<file path="config.mk">
export PLATFORM = sky130hd
export DESIGN_NAME = isa_io_window_xlat
export DESIGN_NICKNAME = d
export VERILOG_FILES = /design/src/rtl/isa_xlat_pkg.sv /design/src/rtl/isa_xlat_map.sv /design/src/rtl/isa_xlat_rdfmt.sv /design/src/rtl/isa_xlat_ctrl.sv /design/src/rtl/isa_io_window_xlat.sv
export SDC_FILE = /design/constraint.sdc
export NUM_CORES = 1
export LEC_CHECK = 0
export BUFFER_PORTS_ARGS = -buffer_cell sky130_fd_sc_hd__buf_4
export CORE_AREA = 2 2 97 99
export DETAILED_ROUTE_END_ITERATION = 7
export DIE_AREA = 0 0 99 101
export PLACE_DENSITY = 0.75
export SYNTH_ARGS = -nofsm -noshare
export SYNTH_HDL_FRONTEND = slang
export SYNTH_SLANG_ARGS = --single-unit
</file>
<file path="constraint.sdc">
create_clock -name clk -period 1.4 [get_ports clk]
set_input_delay 0.28 -clock clk [delete_from_list [all_inputs] [get_ports clk]]
set_output_delay 0.28 -clock clk [all_outputs]
set_load 0.1 [all_outputs]
</file>
<file path="src/rtl/isa_xlat_pkg.sv">
package isa_xlat_pkg;

    typedef enum logic [1:0] {
        ST_IDLE  = 2'd0,
        ST_ISSUE = 2'd1,
        ST_RESP  = 2'd2,
        ST_MISS  = 2'd3
    } xlat_state_e;

    localparam logic [1:0] SZ_BYTE = 2'd0;
    localparam logic [1:0] SZ_HALF = 2'd1;

endpackage

</file>
<file path="src/rtl/isa_xlat_map.sv">
module isa_xlat_map #(
    parameter int          AW       = 32,
    parameter int          PORT_W   = 16,
    parameter int          SPAN_LG2 = 23,
    parameter int          PAGE_LG2 = 12,
    parameter int          PORT_LG2 = 5,
    parameter logic [31:0] WIN_BASE = 32'h8000_0000
) (
    input  logic [AW-1:0]     addr,
    input  logic              noncontig,
    output logic              hit,
    output logic [PORT_W-1:0] port_addr
);
    localparam int PAGE_BITS = SPAN_LG2 - PAGE_LG2;
    localparam int NC_W      = PAGE_BITS + PORT_LG2;

    logic [SPAN_LG2-1:0] offset;
    logic [NC_W-1:0]     nc_full;
    logic [PORT_W-1:0]   nc_addr;
    logic [PORT_W-1:0]   ct_addr;

    assign offset  = addr[SPAN_LG2-1:0];
    assign hit     = (addr[AW-1:SPAN_LG2] == WIN_BASE[AW-1:SPAN_LG2]);
    assign ct_addr = offset[PORT_W-1:0];
    assign nc_full = {offset[SPAN_LG2-1:PAGE_LG2], offset[PORT_LG2-1:0]};

    generate
        if (NC_W >= PORT_W) begin : g_nc_trunc
            assign nc_addr = nc_full[PORT_W-1:0];
        end else begin : g_nc_pad
            assign nc_addr = {{(PORT_W-NC_W){1'b0}}, nc_full};
        end
    endgenerate

    assign port_addr = noncontig ? nc_addr : ct_addr;

    always_comb begin
        if (noncontig) begin
            AST_NC_LOW_BITS: assert (port_addr[PORT_LG2-1:0] == addr[PORT_LG2-1:0]);
        end
    end
endmodule

</file>
<file path="src/rtl/isa_xlat_rdfmt.sv">
module isa_xlat_rdfmt #(
    parameter int DW = 32
) (
    input  logic [1:0]    size,
    input  logic          is_write,
    input  logic [DW-1:0] din,
    output logic [DW-1:0] dout
);
    import isa_xlat_pkg::*;

    always_comb begin
        dout = din;
        if (is_write) begin
            dout = '0;
        end else begin
            unique case (size)
                SZ_BYTE: dout = {{(DW-8){1'b0}}, din[7:0]};
                SZ_HALF: dout = {{(DW-16){1'b0}}, din[15:0]};
                default: dout = din;
            endcase
        end
    end
endmodule

</file>
<file path="src/rtl/isa_xlat_ctrl.sv">
module isa_xlat_ctrl #(
    parameter int DW     = 32,
    parameter int PORT_W = 16
) (
    input  logic              clk,
    input  logic              rst_n,
    input  logic              map_sel,
    output logic              mode_q,
    input  logic              req_valid,
    input  logic              req_write,
    input  logic [1:0]        req_size,
    input  logic [DW-1:0]     req_wdata,
    input  logic              win_hit,
    input  logic [PORT_W-1:0] xlat_addr,
    input  logic [DW-1:0]     fmt_rdata,
    output logic              port_stb,
    output logic              port_write,
    output logic [PORT_W-1:0] port_addr,
    output logic [1:0]        port_size,
    output logic [DW-1:0]     port_wdata,
    output logic              rsp_done,
    output logic [DW-1:0]     rsp_rdata
);
    import isa_xlat_pkg::*;

    xlat_state_e state_q, state_d;
    logic        accept;

    assign accept = (state_q == ST_IDLE) && req_valid;

    always_comb begin
        state_d = state_q;
        unique case (state_q)
            ST_IDLE:  if (req_valid) state_d = win_hit ? ST_ISSUE : ST_MISS;
            ST_ISSUE: state_d = ST_RESP;
            ST_RESP:  state_d = ST_IDLE;
            ST_MISS:  state_d = ST_IDLE;
            default:  state_d = ST_IDLE;
        endcase
    end

    always_ff @(posedge clk or negedge rst_n) begin
        if (!rst_n) state_q <= ST_IDLE;
        else        state_q <= state_d;
    end

    always_ff @(posedge clk or negedge rst_n) begin
        if (!rst_n) mode_q <= 1'b0;
        else        mode_q <= map_sel;
    end

    always_ff @(posedge clk or negedge rst_n) begin
        if (!rst_n) begin
            port_addr  <= '0;
            port_size  <= '0;
            port_write <= 1'b0;
            port_wdata <= '0;
            rsp_rdata  <= '0;
        end else begin
            if (accept) begin
                port_addr  <= xlat_addr;
                port_size  <= req_size;
                port_write <= req_write;
                port_wdata <= req_wdata;
                if (!win_hit) rsp_rdata <= '1;
            end
            if (state_q == ST_ISSUE) rsp_rdata <= fmt_rdata;
        end
    end

    always_comb begin
        port_stb = 1'b0;
        rsp_done = 1'b0;
        unique case (state_q)
            ST_ISSUE: port_stb = 1'b1;
            ST_RESP:  rsp_done = 1'b1;
            ST_MISS:  rsp_done = 1'b1;
            default:  ;
        endcase
    end

    AST_STB_SINGLE: assert property (@(posedge clk) disable iff (!rst_n)
        port_stb |=> !port_stb);
    AST_DONE_AFTER_STB: assert property (@(posedge clk) disable iff (!rst_n)
        port_stb |=> rsp_done);
    AST_MISS_NO_STB: assert property (@(posedge clk) disable iff (!rst_n)
        (req_valid && !win_hit && !port_stb && !rsp_done) |=> (!port_stb && rsp_done && rsp_rdata == '1));
    AST_BUSY_NO_STB: assert property (@(posedge clk) disable iff (!rst_n)
        (port_stb || rsp_done) |=> !port_stb);
    AST_DONE_SINGLE: assert property (@(posedge clk) disable iff (!rst_n)
        rsp_done |=> !rsp_done);
endmodule

</file>
<file path="src/rtl/isa_io_window_xlat.sv">
module isa_io_window_xlat #(
    parameter int          DW       = 32,
    parameter int          AW       = 32,
    parameter int          PORT_W   = 16,
    parameter int          SPAN_LG2 = 23,
    parameter int          PAGE_LG2 = 12,
    parameter int          PORT_LG2 = 5,
    parameter logic [31:0] WIN_BASE = 32'h8000_0000
) (
    input  logic              clk,
    input  logic              rst_n,
    input  logic              map_sel,
    input  logic              req_valid,
    input  logic [AW-1:0]     req_addr,
    input  logic              req_write,
    input  logic [1:0]        req_size,
    input  logic [DW-1:0]     req_wdata,
    output logic              port_stb,
    output logic              port_write,
    output logic [PORT_W-1:0] port_addr,
    output logic [1:0]        port_size,
    output logic [DW-1:0]     port_wdata,
    input  logic [DW-1:0]     port_rdata,
    output logic              rsp_done,
    output logic [DW-1:0]     rsp_rdata
);
    logic              mode_q;
    logic              win_hit;
    logic [PORT_W-1:0] xlat_addr;
    logic [DW-1:0]     fmt_rdata;

    isa_xlat_map #(
        .AW(AW), .PORT_W(PORT_W), .SPAN_LG2(SPAN_LG2),
        .PAGE_LG2(PAGE_LG2), .PORT_LG2(PORT_LG2), .WIN_BASE(WIN_BASE)
    ) u_map (
        .addr      (req_addr),
        .noncontig (mode_q),
        .hit       (win_hit),
        .port_addr (xlat_addr)
    );

    isa_xlat_rdfmt #(.DW(DW)) u_rdfmt (
        .size     (port_size),
        .is_write (port_write),
        .din      (port_rdata),
        .dout     (fmt_rdata)
    );

    isa_xlat_ctrl #(.DW(DW), .PORT_W(PORT_W)) u_ctrl (
        .clk        (clk),
        .rst_n      (rst_n),
        .map_sel    (map_sel),
        .mode_q     (mode_q),
        .req_valid  (req_valid),
        .req_write  (req_write),
        .req_size   (req_size),
        .req_wdata  (req_wdata),
        .win_hit    (win_hit),
        .xlat_addr  (xlat_addr),
        .fmt_rdata  (fmt_rdata),
        .port_stb   (port_stb),
        .port_write (port_write),
        .port_addr  (port_addr),
        .port_size  (port_size),
        .port_wdata (port_wdata),
        .rsp_done   (rsp_done),
        .rsp_rdata  (rsp_rdata)
    );
endmodule

</file>
==> results.yml <==
status:
  status: "finished with violations"
  violations: "setup timing"
clocking:
  cts_buffer_depth: 2
  h-tree-depth: 3
  cts_root_buffer: "clkbuf_8"
  path_clk_slew_ps: 90
  cts_tree: "done"
  clkSinkCount: 86
  clock_latency_ps: 350
  numCtsBuffers: 9
min_path:
  hold_class: "in2reg"
  hp-start: "map_sel"
layout:
  drive_gt1_frac: 0.633
  fillers: 732
  syn_to_final_growth_pct: 60.7
  fin_cells: 609
  diodes: 0
  fin_nets: 596
  utilization: 0.640
global_route:
  grt_pass1_vias: 2903
  grt_max_degree: 87
  grt_pass1_wl_mm: 14.1
  overflow: 0
  grtUsageTotal: 0.177
  antenna_found_initial: 0
critical_path:
  cp-end-kind: "flop"
  arrival_ps: 1740
  critPathRequiredTime_ps: 1630
  cp-startpoint: "u_ctrl.state_q[1]$_DFFE_PN0P_"
  crit_type: "reg2reg"
  crit_fanout: 5
  start_kind: "flop"
  regToRegStartpoint: "u_ctrl.state_q[1]$_DFFE_PN0P_"
route:
  routed_wirelength_mm: 10.1
  dr.first_iter.drc_count: 53
  wire_per_inst_um: 16.5
  drt_pass1_iterations: 4
  wl_met3_um: 708
  vias_per_cell: 4.81
  via_count: 2928
  drc_errors: 0
  highest_layer: "met4"
  ant_nets: 0
  met2_length_mm: 4.95
  wl_met1_mm: 4.22
sta:
  worst_pin_slew_ps: 454
  setup_slack_ps: -112
  hold_violations: 0
  rsz0062_at_grt: "yes"
  finalClockSkew_ps: 17.3
  finalCritPeriodShare: 1.08
  clock.fmax_ghz: 0.662
  setup_viol: 35
  slew_headroom: 0.698
  slew_viol_final: 0
  period_minus_slack_ps: 1510
floorplanning:
  die_w_um: 99
  initial_utilization: 0.398
  die_y_um: 101
  rows: 35
  core_area_um2: 8980
  io_pins: 188
  dieArea_um2: 10000
logic_synthesis:
  netlist_area_um2: 3580
  synthFlopType: "dfrtp_1"
  syn_nets: 390
  ys_ff_latch: 86
  postSynthCellCount: 287
  synth_edf_count: 0
  yosysWarningCount: 0
  avgSynthCellArea_um2: 12.5
  ys_seq_area_frac: 0.602
  async_flop_share: 1.00
  yosysUniqueCellTypes: 23
placement:
  dp_cells: 577
  post-dp-hpwl_mm: 6.67
  globalplace.congestion: 0.765
  io_buffers: 187
power_and_ir_drop:
  power.total_mw: 13.8
  ir_worst_vdd_uv: 1460
  leakagePower_nw: 2.91
  p_per_area_nw_per_um2: 2400
flow_run:
  cap_viol_max_count: 0
-- critical path: stages (launching register included) --
cell	delay [ps]
dfrtp_2	440
nor3b_4	250
buf_6	160
buf_4	120
clkbuf_16	140
mux2_4	300
-- kinds of logic after synthesis --
kind of cell,share of synthesized area
buf+inv,0.0724
flops,0.602
compound gates,0.148
simple gates,0.0248
mux,0.154
-- routing by layer --
layer,vias up,global-route usage
li1,1365,-
met2,118,0.293
met4,0,0.0548
met5,-,0
met3,16,0.0541
met1,1429,0.224
-- final timing paths --
path | to | depth (start not counted) | slack [ps]
setup / recovery | u_ctrl.port_wdata[7]$_DFFE_PN0P_ | 5 | -110
hold / removal | u_ctrl.mode_q$_DFF_PN0_ | 1 | 60
setup reg to reg | u_ctrl.port_wdata[7]$_DFFE_PN0P_ | 5 | -110
hold reg to reg | u_ctrl.port_wdata[22]$_DFFE_PN0P_ | 1 | 520
max in group asynchronous | u_ctrl.state_q[1]$_DFFE_PN0P_ | 3 | 500
min in group asynchronous | u_ctrl.port_addr[4]$_DFFE_PN0P_ | 3 | 510
-- registers in the layout, summed over array words and instances, names as in the netlist --
signal             count
u_ctrl.port_write      1
u_ctrl.mode_q          1
u_ctrl.port_wdata     32
u_ctrl.rsp_rdata      32
u_ctrl.state_q         2
u_ctrl.port_addr      16
u_ctrl.port_size       2
-- through the flow --
stage	cell area, um^2	hold WS (ps)	worst slack [ps]	setup TNS [ps]
2_1_floorplan	3630	-15.6	-47.1	-71.7
3_3_place_gp	5170	354	-24.8	-1210
3_5_place_dp	5170	360	-48.3	-1680
4_1_cts	5390	37.9	-91.4	-1970
5_1_grt	5750	37.1	-159	-3730
6_report	5750	56.7	-112	-1940
-- power by group --
| part | switching, mW | leakage (nW) | internal [mW] |
|---|---|---|---|
| Sequential | 0.424 | 0.949 | 3.20 |
| Combinational | 6.50 | 1.87 | 2.06 |
| Clock | 0.900 | 0.0893 | 0.696 |
| Total | 7.82 | 2.91 | 5.96 |
-- repair_timing --
item                                   4_1_cts  5_1_grt
cloned                                       0        8
setup buffers                                1        6
gates resized for setup                      6       51
endpoints found under the hold margin       83        0
setup endpoints to repair                   41       43
hold buffers                                 1        0
pin swaps                                    0        1
-- cell usage in the layout (no fill, tap or decap), drive strengths merged --
cell type / n
o21ai: 1
nor3: 1
o21bai: 1
dlygate4sd3: 1
clkinvlp: 2
a41o: 1
clkbuf: 15
nor3b: 1
nand2b: 1
inv: 33
nor2: 11
a21oi: 75
mux2i: 11
clkinv: 5
o21ba: 1
nor4: 1
mux2: 39
dfrtp: 86
nand2: 1
nor2b: 2
buf: 209
-- area by class of cell --
cell class	count	area [um^2]	share of cell area
sequential	86	2160	0.376
clock inverter	5	35.0	0.00609
multi-input combinational	147	1350	0.236
clock buffer	11	141	0.0246
inverter	35	135	0.0235
tap	111	139	0.0242
timing repair buffer	214	1780	0.310
-- cell usage after synthesis, types with 2 or more instances --
cell | instances | area share
a21oi_1 | 46 | 0.064
a21oi_2 | 29 | 0.071
buf_2 | 3 | 0.0042
buf_4 | 6 | 0.013
buf_6 | 4 | 0.013
clkbuf_1 | 5 | 0.0052
dfrtp_1 | 86 | 0.60
inv_1 | 34 | 0.036
mux2_2 | 39 | 0.12
mux2i_1 | 11 | 0.031
nor2_1 | 11 | 0.012
nor2b_1 | 2 | 0.0035
(Power assumes the default switching activity.)
